<file path="src/rtl/clkdiv_pkg.sv">
package clkdiv_pkg;

  // Run state of the output stage.
  typedef enum logic {
    ST_IDLE = 1'b0,
    ST_RUN  = 1'b1
  } div_state_t;

  // Half of the output period, in source cycles, for a ratio code.
  function automatic int unsigned half_period(input int unsigned code);
    return 32'd1 << code;
  endfunction

  // Largest full ratio reachable with a code of the given width.
  function automatic int unsigned max_ratio(input int unsigned code_w);
    return 32'd2 << ((32'd1 << code_w) - 32'd1);
  endfunction

endpackage

</file>
<file path="src/rtl/clkdiv_ratio_reg.sv">
module clkdiv_ratio_reg #(
  parameter int unsigned CODE_W = 2,
  parameter int unsigned CNT_W  = 4
) (
  input  logic              clk,
  input  logic              rst,
  input  logic              load_i,
  input  logic [CODE_W-1:0] code_i,
  output logic [CNT_W-1:0]  half_o
);
  import clkdiv_pkg::*;

  logic [CNT_W-1:0] half_dec;

  // Decode the code into a half-period length.
  always_comb begin
    half_dec = CNT_W'(half_period(int'(code_i)));
  end

  // Hold the half-period for the whole output period. Update only at a boundary.
  always_ff @(posedge clk) begin
    if (rst) begin
      half_o <= CNT_W'(1);
    end else if (load_i) begin
      half_o <= half_dec;
    end
  end

endmodule

</file>
<file path="src/rtl/clkdiv_phase_cnt.sv">
module clkdiv_phase_cnt #(
  parameter int unsigned CNT_W = 4
) (
  input  logic             clk,
  input  logic             rst,
  input  logic             load_i,
  input  logic [CNT_W-1:0] half_i,
  output logic [CNT_W-1:0] cnt_o,
  output logic             wrap_o
);

  logic [CNT_W:0] last_pos;

  // Last position of a period: twice the half-period, minus one.
  always_comb begin
    last_pos = {half_i, 1'b0} - {{CNT_W{1'b0}}, 1'b1};
    wrap_o   = ({1'b0, cnt_o} == last_pos);
  end

  always_ff @(posedge clk) begin
    if (rst) begin
      cnt_o <= '0;
    end else if (load_i) begin
      cnt_o <= '0;
    end else begin
      cnt_o <= cnt_o + CNT_W'(1);
    end
  end

  // The position never passes the end of the period set by the ratio register.
  AST_CNT_IN_RANGE: assert property (@(posedge clk) disable iff (rst)
    ({1'b0, cnt_o} < {half_i, 1'b0}))
    else $error("phase count beyond period");

endmodule

</file>
<file path="src/rtl/clkdiv_out_stage.sv">
module clkdiv_out_stage #(
  parameter int unsigned CNT_W = 4
) (
  input  logic             clk,
  input  logic             rst,
  input  logic             load_i,
  input  logic             en_i,
  input  logic [CNT_W-1:0] cnt_i,
  input  logic [CNT_W-1:0] half_i,
  output logic             q_o,
  output logic             running_o
);
  import clkdiv_pkg::*;

  div_state_t       state;
  logic [CNT_W-1:0] cnt_nx;
  logic             high_nx;

  // The next position is high while it is still in the first half.
  always_comb begin
    cnt_nx  = cnt_i + CNT_W'(1);
    high_nx = (cnt_nx < half_i);
  end

  always_ff @(posedge clk) begin
    if (rst) begin
      state <= ST_IDLE;
      q_o   <= 1'b0;
    end else if (load_i) begin
      state <= en_i ? ST_RUN : ST_IDLE;
      q_o   <= en_i;
    end else begin
      q_o   <= high_nx;
    end
  end

  assign running_o = (state == ST_RUN);

  AST_RISE_AT_START: assert property (@(posedge clk) disable iff (rst)
    $rose(q_o) |-> (cnt_i == '0))
    else $error("output rose away from period start");

  AST_FALL_AT_HALF: assert property (@(posedge clk) disable iff (rst)
    $fell(q_o) |-> (cnt_i == half_i))
    else $error("output fell away from half period");

  AST_STOPPED_LOW: assert property (@(posedge clk) disable iff (rst)
    (!running_o && !en_i) |=> !q_o)
    else $error("output moved while stopped");

endmodule

</file>
<file path="src/rtl/clk_ratio_div.sv">
module clk_ratio_div #(
  parameter int unsigned CODE_W = 2
) (
  input  logic              clk,
  input  logic              rst,
  input  logic              out_en,
  input  logic [CODE_W-1:0] ratio_code,
  output logic              div_out
);
  import clkdiv_pkg::*;

  localparam int unsigned MAX_RATIO = max_ratio(CODE_W);
  localparam int unsigned CNT_W     = $clog2(MAX_RATIO);

  logic [CNT_W-1:0] half;
  logic [CNT_W-1:0] cnt;
  logic             wrap;
  logic             running;
  logic             load;

  // A period boundary occurs at the last position of a period, or on every edge while stopped.
  assign load = wrap | ~running;

  clkdiv_ratio_reg #(
    .CODE_W (CODE_W),
    .CNT_W  (CNT_W)
  ) u_ratio (
    .clk    (clk),
    .rst    (rst),
    .load_i (load),
    .code_i (ratio_code),
    .half_o (half)
  );

  clkdiv_phase_cnt #(
    .CNT_W (CNT_W)
  ) u_cnt (
    .clk    (clk),
    .rst    (rst),
    .load_i (load),
    .half_i (half),
    .cnt_o  (cnt),
    .wrap_o (wrap)
  );

  clkdiv_out_stage #(
    .CNT_W (CNT_W)
  ) u_out (
    .clk       (clk),
    .rst       (rst),
    .load_i    (load),
    .en_i      (out_en),
    .cnt_i     (cnt),
    .half_i    (half),
    .q_o       (div_out),
    .running_o (running)
  );

  AST_RESET_LOW: assert property (@(posedge clk)
    rst |=> !div_out)
    else $error("output high after reset");

endmodule

</file>
<file path="config.mk">
export PLATFORM = sky130hd
export DESIGN_NAME = clk_ratio_div
export DESIGN_NICKNAME = d
export VERILOG_FILES = /design/src/rtl/clkdiv_pkg.sv /design/src/rtl/clkdiv_ratio_reg.sv /design/src/rtl/clkdiv_phase_cnt.sv /design/src/rtl/clkdiv_out_stage.sv /design/src/rtl/clk_ratio_div.sv
export SDC_FILE = /design/constraint.sdc
export NUM_CORES = 1
export LEC_CHECK = 0
export ABC_AREA = 0
export BUFFER_PORTS_ARGS = -buffer_cell sky130_fd_sc_hd__buf_4
export CAP_MARGIN = 0
export CORE_UTILIZATION = 45
export DETAILED_ROUTE_END_ITERATION = 7
export SYNTH_ARGS = -nofsm -noshare
export SYNTH_HDL_FRONTEND = slang
export SYNTH_SLANG_ARGS = --single-unit
</file>
<file path="constraint.sdc">
create_clock -name clk -period 2.5 [get_ports clk]
set_input_delay 0.5 -clock clk [delete_from_list [all_inputs] [get_ports clk]]
set_output_delay 0.5 -clock clk [all_outputs]
set_load 0.1 [all_outputs]
</file>
==> results of run 1 <==
==> flip-flops by register name, indices dropped and copies added (netlist names) <==
| name | count |
|---|---|
| u_out.running_o | 1 |
| u_ratio.half_o | 4 |
| u_out.q_o | 1 |
| u_cnt.cnt_o | 4 |
==> worst register-to-register path, delay by kind of cell (launching register included) <==
kind	cells	cell delay, ns
adders and majority gates	1	0.30
AOI/OAI and AO/OA	1	0.54
xor gates and xnor gates	1	0.14
buffers and inverters	1	0.07
and+or+nand+nor	2	0.47
DFF	1	0.41
==> layer usage <==
metal	vias to the layer above	part of all wire	global-route usage
met4	0	0.0089	0.1034
li1	270	-	-
met1	250	0.54	0.2986
met5	-	0	0
met2	11	0.42	0.2458
met3	2	0.027	0.05202
==> power by group through the flow <==
stage	combinational, mW	sequential (mW)	clock [mW]
global route	0.100	0.182	0.161
global placement	0.0906	0.185	0
CTS	0.0908	0.181	0.156
finish	0.0910	0.181	0.155
floorplan	0.0556	0.197	0
detailed placement	0.0900	0.184	0
==> cell families after synthesis <==
family | count (synthesis)
AO/OA/AOI/OAI | 11
XOR/XNOR | 6
adder cells (fa/ha/maj) | 5
buffers and inverters | 10
flip-flops | 10
AND/OR/NAND/NOR | 29
==> worst max path at each step <==
stage                      startpoint           endpoint  slack (ns)  depth (start not counted)
floorplan           u_ratio.half_o[0]  u_ratio.half_o[2]        0.78                          7
global placement    u_ratio.half_o[0]  u_ratio.half_o[1]        0.54                          6
detailed placement  u_ratio.half_o[0]     u_cnt.cnt_o[2]        0.47                          6
CTS                 u_ratio.half_o[0]     u_cnt.cnt_o[2]        0.45                          6
global route        u_ratio.half_o[0]     u_cnt.cnt_o[2]        0.22                          6
finish              u_ratio.half_o[0]     u_cnt.cnt_o[2]        0.45                          6
==> placed cells by master, fill, tap and decap left out, types with 2 or more instances in the layout <==
cell type   n
dfxtp_1    10
nor2_1      2
and3_1      3
nand3_1     4
clkbuf_4    3
or3_1       2
nand2_1     8
nor2b_1     4
buf_4       5
or4_1       3
xnor2_1     2
o311ai_0    2
a32oi_1     3
o211ai_1    2
xor2_1      3
inv_1       8
ha_1        5
==> cell type report <==
class                           instances  area (sq um)  share of cell area
Multi-Input combinational cell         51         371.6              0.5361
Timing Repair Buffer                    5         37.54             0.05415
Inverter                                8         30.03             0.04332
Clock buffer                            4         36.28             0.05235
Tap cell                               14         17.52             0.02527
Sequential cell                        10         200.2              0.2888
==> results.md, run 1 <==
- Hold depth: 3
- Final instance area: 693.2 sq um
- Clk network pwr share: 0.363
- Drt pass-1 iters: 4
- First-pass GRT wire length: 2.001 mm
- Worst hold path startpoint: out_en
- Worst R2R Path Depth: 6
- Crit-path cells: inv_1, ha_1, xor2_1, nand4_1, o21ai_0, nor2b_1
- Post-synthesis xor/xnor area fraction: 0.1084
- TritonCTS Buffers: 3
- PnR worst setup slack: 0.4488 ns
- Worst vdd ir: 0.3194 mV
- Post-Synth Adder-Cell Area: 0.1022
- Violation count after the first detailed-routing iteration: 13
- Kind of cell adding the most delay to the critical path: compound AO/OA/AOI/OAI gates
- RSZ-0062 raised after global routing: false
- Worst path required time: 2.64 ns
- Worst skew pair latency: 0.27 ns
- Power Dens Cells: 615.9 mW/mm^2
- Crit share post-route: 0.8205
- Layout Cells excl Fill: 92
- Comb power frac: 0.213
- Reg2reg start: u_ratio.half_o[0]
- Syn_area_per_cell: 8.617 sq um
- Largest family of logic cells by synthesized area: simple AND/OR/NAND/NOR gates
- Setup TNS: 0 ns
- Final Hold Fails: 0
- YS warnings: 0
- DRC Markers: 0
- Sw frac: 0.3117
- Placed Cells: 88
- Post-synth top cells: dfxtp_1 (10), inv_1 (8), nand2_1 (8)
- Vias in the first global route: 454
- Ant. Diodes: 0
- Syn nets: 81
- Max-cap violations: 0
- Most common cell in the synthesized netlist: dfxtp_1
- DIE HEIGHT: 38.88 um
- Max incr delay on CP: 0.53 ns
- Critical Path Start Type: register
- Routed len/inst: 13.47 um
- Layout Nets: 89
- Area contributors post-synth: dfxtp_1 (33%), ha_1 (10%), inv_1 (4.9%)
- Clock skew: 0.0006548 ns
- Pre-CTS setup slack: 0.4673 ns
- Mux cell area share after synthesis: 0
- Hold Buf Count CTS: 0
- R2r endpoint: u_cnt.cnt_o[2]
- All-Layer GR Usage: 0.1983
- Largest net degree at the start of global routing: 12
- #FFs+latches synth: 10
- CTS sink cnt: 10
- Final WL: 1.239 mm
- Internal reg-to-reg setup slack: 0.45 ns
- Critical path endpoint category: register
- Worst EP arrival: 2.19 ns
- Leak: 0.3169 nW
- Die area: 0.001511 sq mm
- Cts repair resizes: 0
- CTS Buffer Depth: 2
- Initial Util: 0.5158
- Internal Power: 0.2939 mW
- Compound-gate portion of the synthesized area: 0.1431
- Max-slew violation count: 0
- Simple-gate share of the synthesized area: 0.2536
- Sw Pwr: 0.1331 mW
- Mapped Area: 611.8 sq um
- Total Power: 0.4269 mW
- Crit Path Class: reg -> reg
- Vias after detailed routing: 533
- Setup Viol. Count Final: 0
- Row count: 12
- Depth of the CTS H-tree: 1
- Crit path max fanout: 11
- Filler cells: 97
- Seq pwr share: 0.424
- Fraction of final layout cells sized beyond drive strength 1: 0.1154
- Actual transition at the worst max-transition pin: 0.7771 ns
- DP HPWL: 876.3 um
- Slew headroom: 0.4782
- Clk slew on worst S/H paths: 0.08 ns
- Width of the die: 38.88 um
- TritonCTS clock tree: yes
- Post-synth EDFFs: 0
- Area leader, netlist: dfxtp_1
- Tmin final: 2.051 ns
- Syn Inst Count: 71
- Hold slack: 0.4434 ns
- CTS root buf: clkbuf_4
- Status: completed
- GR Overflow Total: 0
- Layout overhead on the synthesized area: 13.29%
- Antenna-violating nets left: 0
- Initial antenna violation count: 0
- Distinct cells, synth: 24
- Max Fclk: 487.5 MHz
- IO buf count: 5
- Final Core Density: 0.5844
- Via-to-Cell Ratio: 5.793
- Slowest stage cell, crit path: o21ai_0
- Postcts setup bufs: 0
- Hold EP: u_out.running_o
- CP bufs+invs: 1
- GP Congestion: 0.7790
- Async S/R FF share, synth: 0
- Hold WC Path Type: in -> reg
- Core area: 0.001186 sq mm
- Ports: 6
- Synth Flop Type: dfxtp_1
- Synth top area share: 0.3272
- Sequential fraction of the synthesis area: 0.3272
- DP Area: 656.9 sq um
(Power assumes the default switching activity.)
==> run 2: changes to the inputs <==
--- a/config.mk
+++ b/config.mk
@@ -5,7 +5,7 @@
 export SDC_FILE = /design/constraint.sdc
 export NUM_CORES = 1
 export LEC_CHECK = 0
-export ABC_AREA = 0
+export ABC_AREA = 1
 export BUFFER_PORTS_ARGS = -buffer_cell sky130_fd_sc_hd__buf_4
 export CAP_MARGIN = 0
 export CORE_UTILIZATION = 45
==> constraint.sdc (replaced) <==
create_clock -name clk -period 2.09 [get_ports clk]
set_input_delay 0.418 -clock clk [delete_from_list [all_inputs] [get_ports clk]]
set_output_delay 0.418 -clock clk [all_outputs]
set_load 0.1 [all_outputs]
==> run 2 against run 1 <==
Combinational power grew 12%; clock skew grew 0.0011 ns; non-clock buffer count is the same; hold slack lost 0.028 ns; sequential cell count is the same; synthesized cell count grew 23%; critical endpoint is now u_out.q_o; power grew 16%; routed wire length shrank 14%; highest routed layer unchanged; register-to-register slack gained 0.09 ns; critical path depth grew 2; critical path type unchanged; clock power grew 18%.
==> results.md, run 2 <==
- Status: completed
- Critical Path Start Type: register
- Post-synth top cells: nand2_1 (22), inv_1 (13), nor2_1 (13)
- Sequential fraction of the synthesis area: 0.3320
- Postcts setup bufs: 0
- Via-to-Cell Ratio: 4.655
- Ports: 6
- Crit path max fanout: 5
- Simple-gate share of the synthesized area: 0.3921
- Total Power: 0.4971 mW
- Vias in the first global route: 485
- Hold slack: 0.4158 ns
- Placed Cells: 106
- Final Core Density: 0.5929
- RSZ-0062 raised after global routing: false
- First-pass GRT wire length: 1.938 mm
- FF+latch area: 200.2 sq um
- Syn Inst Count: 87
- Worst R2R Path Depth: 8
- Worst EP arrival: 1.73 ns
- Worst vdd ir: 0.3336 mV
- GP Congestion: 0.7517
- Final Hold Fails: 0
- Crit share post-route: 0.7418
- Leak: 0.3677 nW
- Setup Viol. Count Final: 0
- Worst path required time: 2.27 ns
- Internal reg-to-reg setup slack: 0.54 ns
- Max incr delay on CP: 0.36 ns
- Vias after detailed routing: 512
- Area leader, netlist: dfxtp_1
- Area contributors post-synth: dfxtp_1 (33%), nand2_1 (14%), ha_1 (10%)
- Post-synthesis xor/xnor area fraction: 0.02905
- Antenna-violating nets left: 0
- Reg2reg start: u_cnt.cnt_o[0]
- Ant. Diodes: 0
- Hold WC Path Type: in -> reg
- Most frequent cells in the layout: nand2_1 (22), inv_1 (13), nor2_1 (13)
- TritonCTS Buffers: 3
- Worst hold path startpoint: rst
- #FFs+latches synth: 10
- Cts repair resizes: 0
- Largest family of logic cells by synthesized area: simple AND/OR/NAND/NOR gates
- Drt pass-1 iters: 4
- Critical path endpoint category: register
- DP Area: 658.1 sq um
- Post-synth EDFFs: 0
- Clock skew: 0.001771 ns
- Layout Cells excl Fill: 110
- Routed len/inst: 9.727 um
- Die area: 0.001491 sq mm
- Hold depth: 3
- CTS sink cnt: 10
- Worst skew pair latency: 0.27 ns
- Commonest non-fill, non-tap cell in the layout: nand2_1
- Clk slew on worst S/H paths: 0.07 ns
- IO buf count: 5
- Most common cell in the synthesized netlist: nand2_1
- CTS root buf: clkbuf_4
- Max-cap violations: 0
- R2r endpoint: u_out.q_o
- DP HPWL: 843.8 um
- Syn_area_per_cell: 6.932 sq um
- Actual transition at the worst max-transition pin: 0.2721 ns
- Post-Synth Adder-Cell Area: 0.1037
- CTS Buffer Depth: 2
- GR Overflow Total: 0
- Setup TNS: 0 ns
- All-Layer GR Usage: 0.2010
- Layout overhead on the synthesized area: 15.15%
- Max-slew violation count: 0
- Mapped Area: 603.1 sq um
- DIE HEIGHT: 38.61 um
- Synth top area share: 0.3320
- Depth of the CTS H-tree: 1
- DRC Markers: 0
- Fraction of final layout cells sized beyond drive strength 1: 0.1875
- TritonCTS clock tree: yes
- Distinct cells, synth: 16
- Largest regs: u_cnt.cnt_o: 4 flops, u_ratio.half_o: 4 flops
- Hold EP: u_ratio.half_o[0]
- PnR worst setup slack: 0.5396 ns
- Final instance area: 694.4 sq um
- Pre-CTS setup slack: 0.5328 ns
- Core area: 0.001171 sq mm
- Synth Flop Type: dfxtp_1
- Width of the die: 38.61 um
- YS warnings: 0
- Crit-path cells: ha_1, xnor2_1, inv_1, ha_1, nand2_1, o21a_1, nor2_1, nor2_1
- Multi-input combinational cell area: 346.6 sq um
- Power Dens Cells: 715.9 mW/mm^2
- Syn nets: 97
- Crit Path Class: reg -> reg
- Filler cells: 129
- Violation count after the first detailed-routing iteration: 3
- Hold Buf Count CTS: 0
- Layout Nets: 107
- Initial Util: 0.5150
- Final WL: 1.070 mm
- Slew headroom: 0.8184
- Tmin final: 1.550 ns
- Max Fclk: 645.0 MHz
- Largest net degree at the start of global routing: 8
- Row count: 12
- Initial antenna violation count: 0
- Compound-gate portion of the synthesized area: 0.04979
- Async S/R FF share, synth: 0
- Mux cell area share after synthesis: 0
- Slowest stage cell, crit path: dfxtp_1
[run 2: changes by cell type after synthesis, moves of 4 or more]
cell     before  now
nand2_1       8   22
nor2_1        2   13
inv_1         8   13
nand2_2       0    4
nand3_1       4    8
nor2b_1       4    0
[run 2: worst max-delay path by stage]
stage | depth (start not counted) | slack (ns) | endpoint | start
5_1_grt | 8 | 0.40 | u_out.q_o | u_cnt.cnt_o[2]
2_1_floorplan | 8 | 0.64 | u_out.q_o | u_cnt.cnt_o[0]
6_report | 8 | 0.54 | u_out.q_o | u_cnt.cnt_o[0]
3_3_place_gp | 8 | 0.54 | u_out.q_o | u_cnt.cnt_o[2]
3_5_place_dp | 8 | 0.53 | u_out.q_o | u_cnt.cnt_o[2]
4_1_cts | 8 | 0.52 | u_out.q_o | u_cnt.cnt_o[2]
[run 2: layout make-up]
class                           count  area share
Timing Repair Buffer                5     0.05405
Sequential cell                    10      0.2883
Tap cell                           14     0.02523
Clock buffer                        4     0.05225
Multi-Input combinational cell     62      0.4991
Inverter                           15     0.08108
[run 2: cell families (layout without fill, tap and decap cells)]
group / Yosys count / in the layout
AO/OA/AOI/OAI: 5 / 5
XOR/XNOR: 2 / 2
adder cells (fa/ha/maj): 5 / 5
buffers and inverters: 15 / 24
flip-flops: 10 / 10
AND/OR/NAND/NOR: 50 / 50
[run 2: routing by layer]
metal  vias up  part of all wire  track usage
met4         0             0.010       0.1466
li1        283                 -            -
met3         2             0.032      0.06936
met2         6              0.44       0.2875
met5         -                 0            0
met1       221              0.51       0.2447
[run 2: critical path: cells and delay by family, from the launching register on]
kind	cells	cell delay (ns)
buffers and inverters	1	0.07
flip-flops	1	0.36
XOR/XNOR	1	0.17
adder cells (fa/ha/maj)	2	0.49
AND/OR/NAND/NOR	3	0.19
AO/OA/AOI/OAI	1	0.18
[run 2: power by group]
part / switching [mW] / internal (mW) / total, mW
Combinational: 0.0632 / 0.0384 / 0.102
Sequential: 0.0111 / 0.202 / 0.213
Clock: 0.0766 / 0.106 / 0.183
Total: 0.151 / 0.346 / 0.497
==> run 3: changes to the inputs <==
==> constraint.sdc (replaced) <==
create_clock -name clk -period 1.5 [get_ports clk]
set_input_delay 0.3 -clock clk [delete_from_list [all_inputs] [get_ports clk]]
set_output_delay 0.3 -clock clk [all_outputs]
set_load 0.1 [all_outputs]
==> run 3 against run 2 <==
Maximum frequency grew 7.1%; sequential power grew 38%; hold slack lost 0.099 ns; combinational power grew 67%; core utilization grew 9.4 points; die area is the same; first-iteration DRC count grew to 3.3 times the previous value; power grew 29%; setup slack lost 0.49 ns; clock skew grew 0.0076 ns; critical path depth is the same; sequential cell count is the same.
==> results.md, run 3 (synthesis gave the netlist of run 2 again) <==
- Layout Nets: 116
- RSZ-0062 raised after global routing: true
- Pre-CTS setup slack: 0.002119 ns
- Row count: 12
- Drt pass-1 iters: 2
- Vias after detailed routing: 534
- R2r endpoint: u_out.q_o
- Setup TNS: 0 ns
- DRC Markers: 0
- IO buf count: 5
- DP Area: 710.7 sq um
- Worst R2R Path Depth: 8
- Met2 Track Usage GR: 0.3083
- Final Core Density: 0.6870
- Hold slack: 0.3167 ns
- TritonCTS Buffers: 3
- Worst vdd ir: 0.4758 mV
- Leak: 0.4015 nW
- Hold Buf Count CTS: 0
- Clk slew on worst S/H paths: 0.06 ns
- Crit Path Class: reg -> reg
- DP HPWL: 843.6 um
- CTS Buffer Depth: 2
- Worst path required time: 1.65 ns
- Most Crowded Layer GR: met2
- Actual transition at the worst max-transition pin: 0.2772 ns
- Routed len/inst: 9.780 um
- Tmin final: 1.448 ns
- Grt met1 use: 0.2401
- Depth of the CTS H-tree: 1
- Worst Setup SP: u_cnt.cnt_o[1]
- Final Hold Fails: 0
- Violation count after the first detailed-routing iteration: 10
- Reg2reg start: u_cnt.cnt_o[1]
- Total Power: 0.6417 mW
- Vias in the first global route: 489
- DIE HEIGHT: 38.61 um
- Max Fclk: 690.7 MHz
- PnR worst setup slack: 0.05229 ns
- First-pass GRT wire length: 1.918 mm
- Initial Util: 0.5150
- Largest regs: u_cnt.cnt_o: 4 flops, u_ratio.half_o: 4 flops
- Clock skew: 0.009331 ns
- Worst EP arrival: 1.60 ns
- Initial antenna violation count: 0
- GR Layer Usage met3: 0.08671
- Fraction of final layout cells sized beyond drive strength 1: 0.3558
- All-Layer GR Usage: 0.1993
- Core area: 0.001171 sq mm
- GP Congestion: 0.7405
- Crit share post-route: 0.9651
- Largest net degree at the start of global routing: 8
- Layout Cells excl Fill: 118
- Most frequent cells in the layout: nand2_1 (22), buf_4 (14), nor2_1 (13)
- Worst Setup EP: u_out.q_o
- Power Dens Cells: 797.7 mW/mm^2
- CTS sink cnt: 10
- Max-slew violation count: 0
- Max-cap violations: 0
- Setup Viol. Count Final: 0
- Commonest non-fill, non-tap cell in the layout: nand2_1
- Antenna-violating nets left: 0
- Slew headroom: 0.8167
- Width of the die: 38.61 um
- Via-to-Cell Ratio: 4.525
- Final instance area: 804.5 sq um
- Worst skew pair latency: 0.26 ns
- Crit path max fanout: 4
- Layout overhead on the synthesized area: 33.40%
- Status: completed
- Hold WC Path Type: in -> reg
- Ports: 6
- Final WL: 1.154 mm
- Ant. Diodes: 0
- Placed Cells: 113
- Critical path endpoint category: register
- CTS root buf: clkbuf_4
- TritonCTS clock tree: yes
- GR Overflow Total: 0
- Critical Path Start Type: register
- Die area: 0.001491 sq mm
- Internal reg-to-reg setup slack: 0.05 ns
[run 3: worst min path at each step]
stage                         startpoint           endpoint  cells after the start
after floorplan           u_cnt.cnt_o[0]     u_cnt.cnt_o[0]                      1
after global placement    u_cnt.cnt_o[0]     u_cnt.cnt_o[0]                      2
after detailed placement  u_cnt.cnt_o[0]     u_cnt.cnt_o[0]                      2
after CTS                         out_en    u_out.running_o                      5
after global routing       ratio_code[1]  u_ratio.half_o[0]                      4
final                      ratio_code[1]  u_ratio.half_o[0]                      4
[run 3: layer usage]
layer | vias up | share of wire
li1 | 301 | -
met2 | 8 | 0.47
met4 | 0 | 0.0069
met1 | 223 | 0.48
met5 | - | 0
met3 | 2 | 0.040
[run 3: critical path, stage by stage, from the launching register on]
cell and delay (ns):
dfxtp_4 0.36, nand3_1 0.09, xor2_1 0.18, inv_1 0.10, ha_4 0.28, nand2_1 0.05, o21a_1 0.16, nor2_1 0.09
nor2_1 0.04
[run 3: timing repair]
item,4_1_cts,5_1_grt
gates resized for setup,2,11
endpoints found under the setup margin,1,9
pin swaps,2,8
buffers inserted,2,0
[run 3: layout make-up]
cell class,instances,area [sq um]
multi-input cells,62,395.4
fillers,108,366.6
flip-flops and latches,10,207.7
repair buffers,14,105.1
inverters,15,56.30
clock buffers,3,22.52
well taps,14,17.52
[run 3: power breakdown]
group	switching [mW]	total, mW	internal (mW)
logic	0.0976	0.170	0.0725
clock network	0.0842	0.176	0.0923
registers	0.0135	0.295	0.282
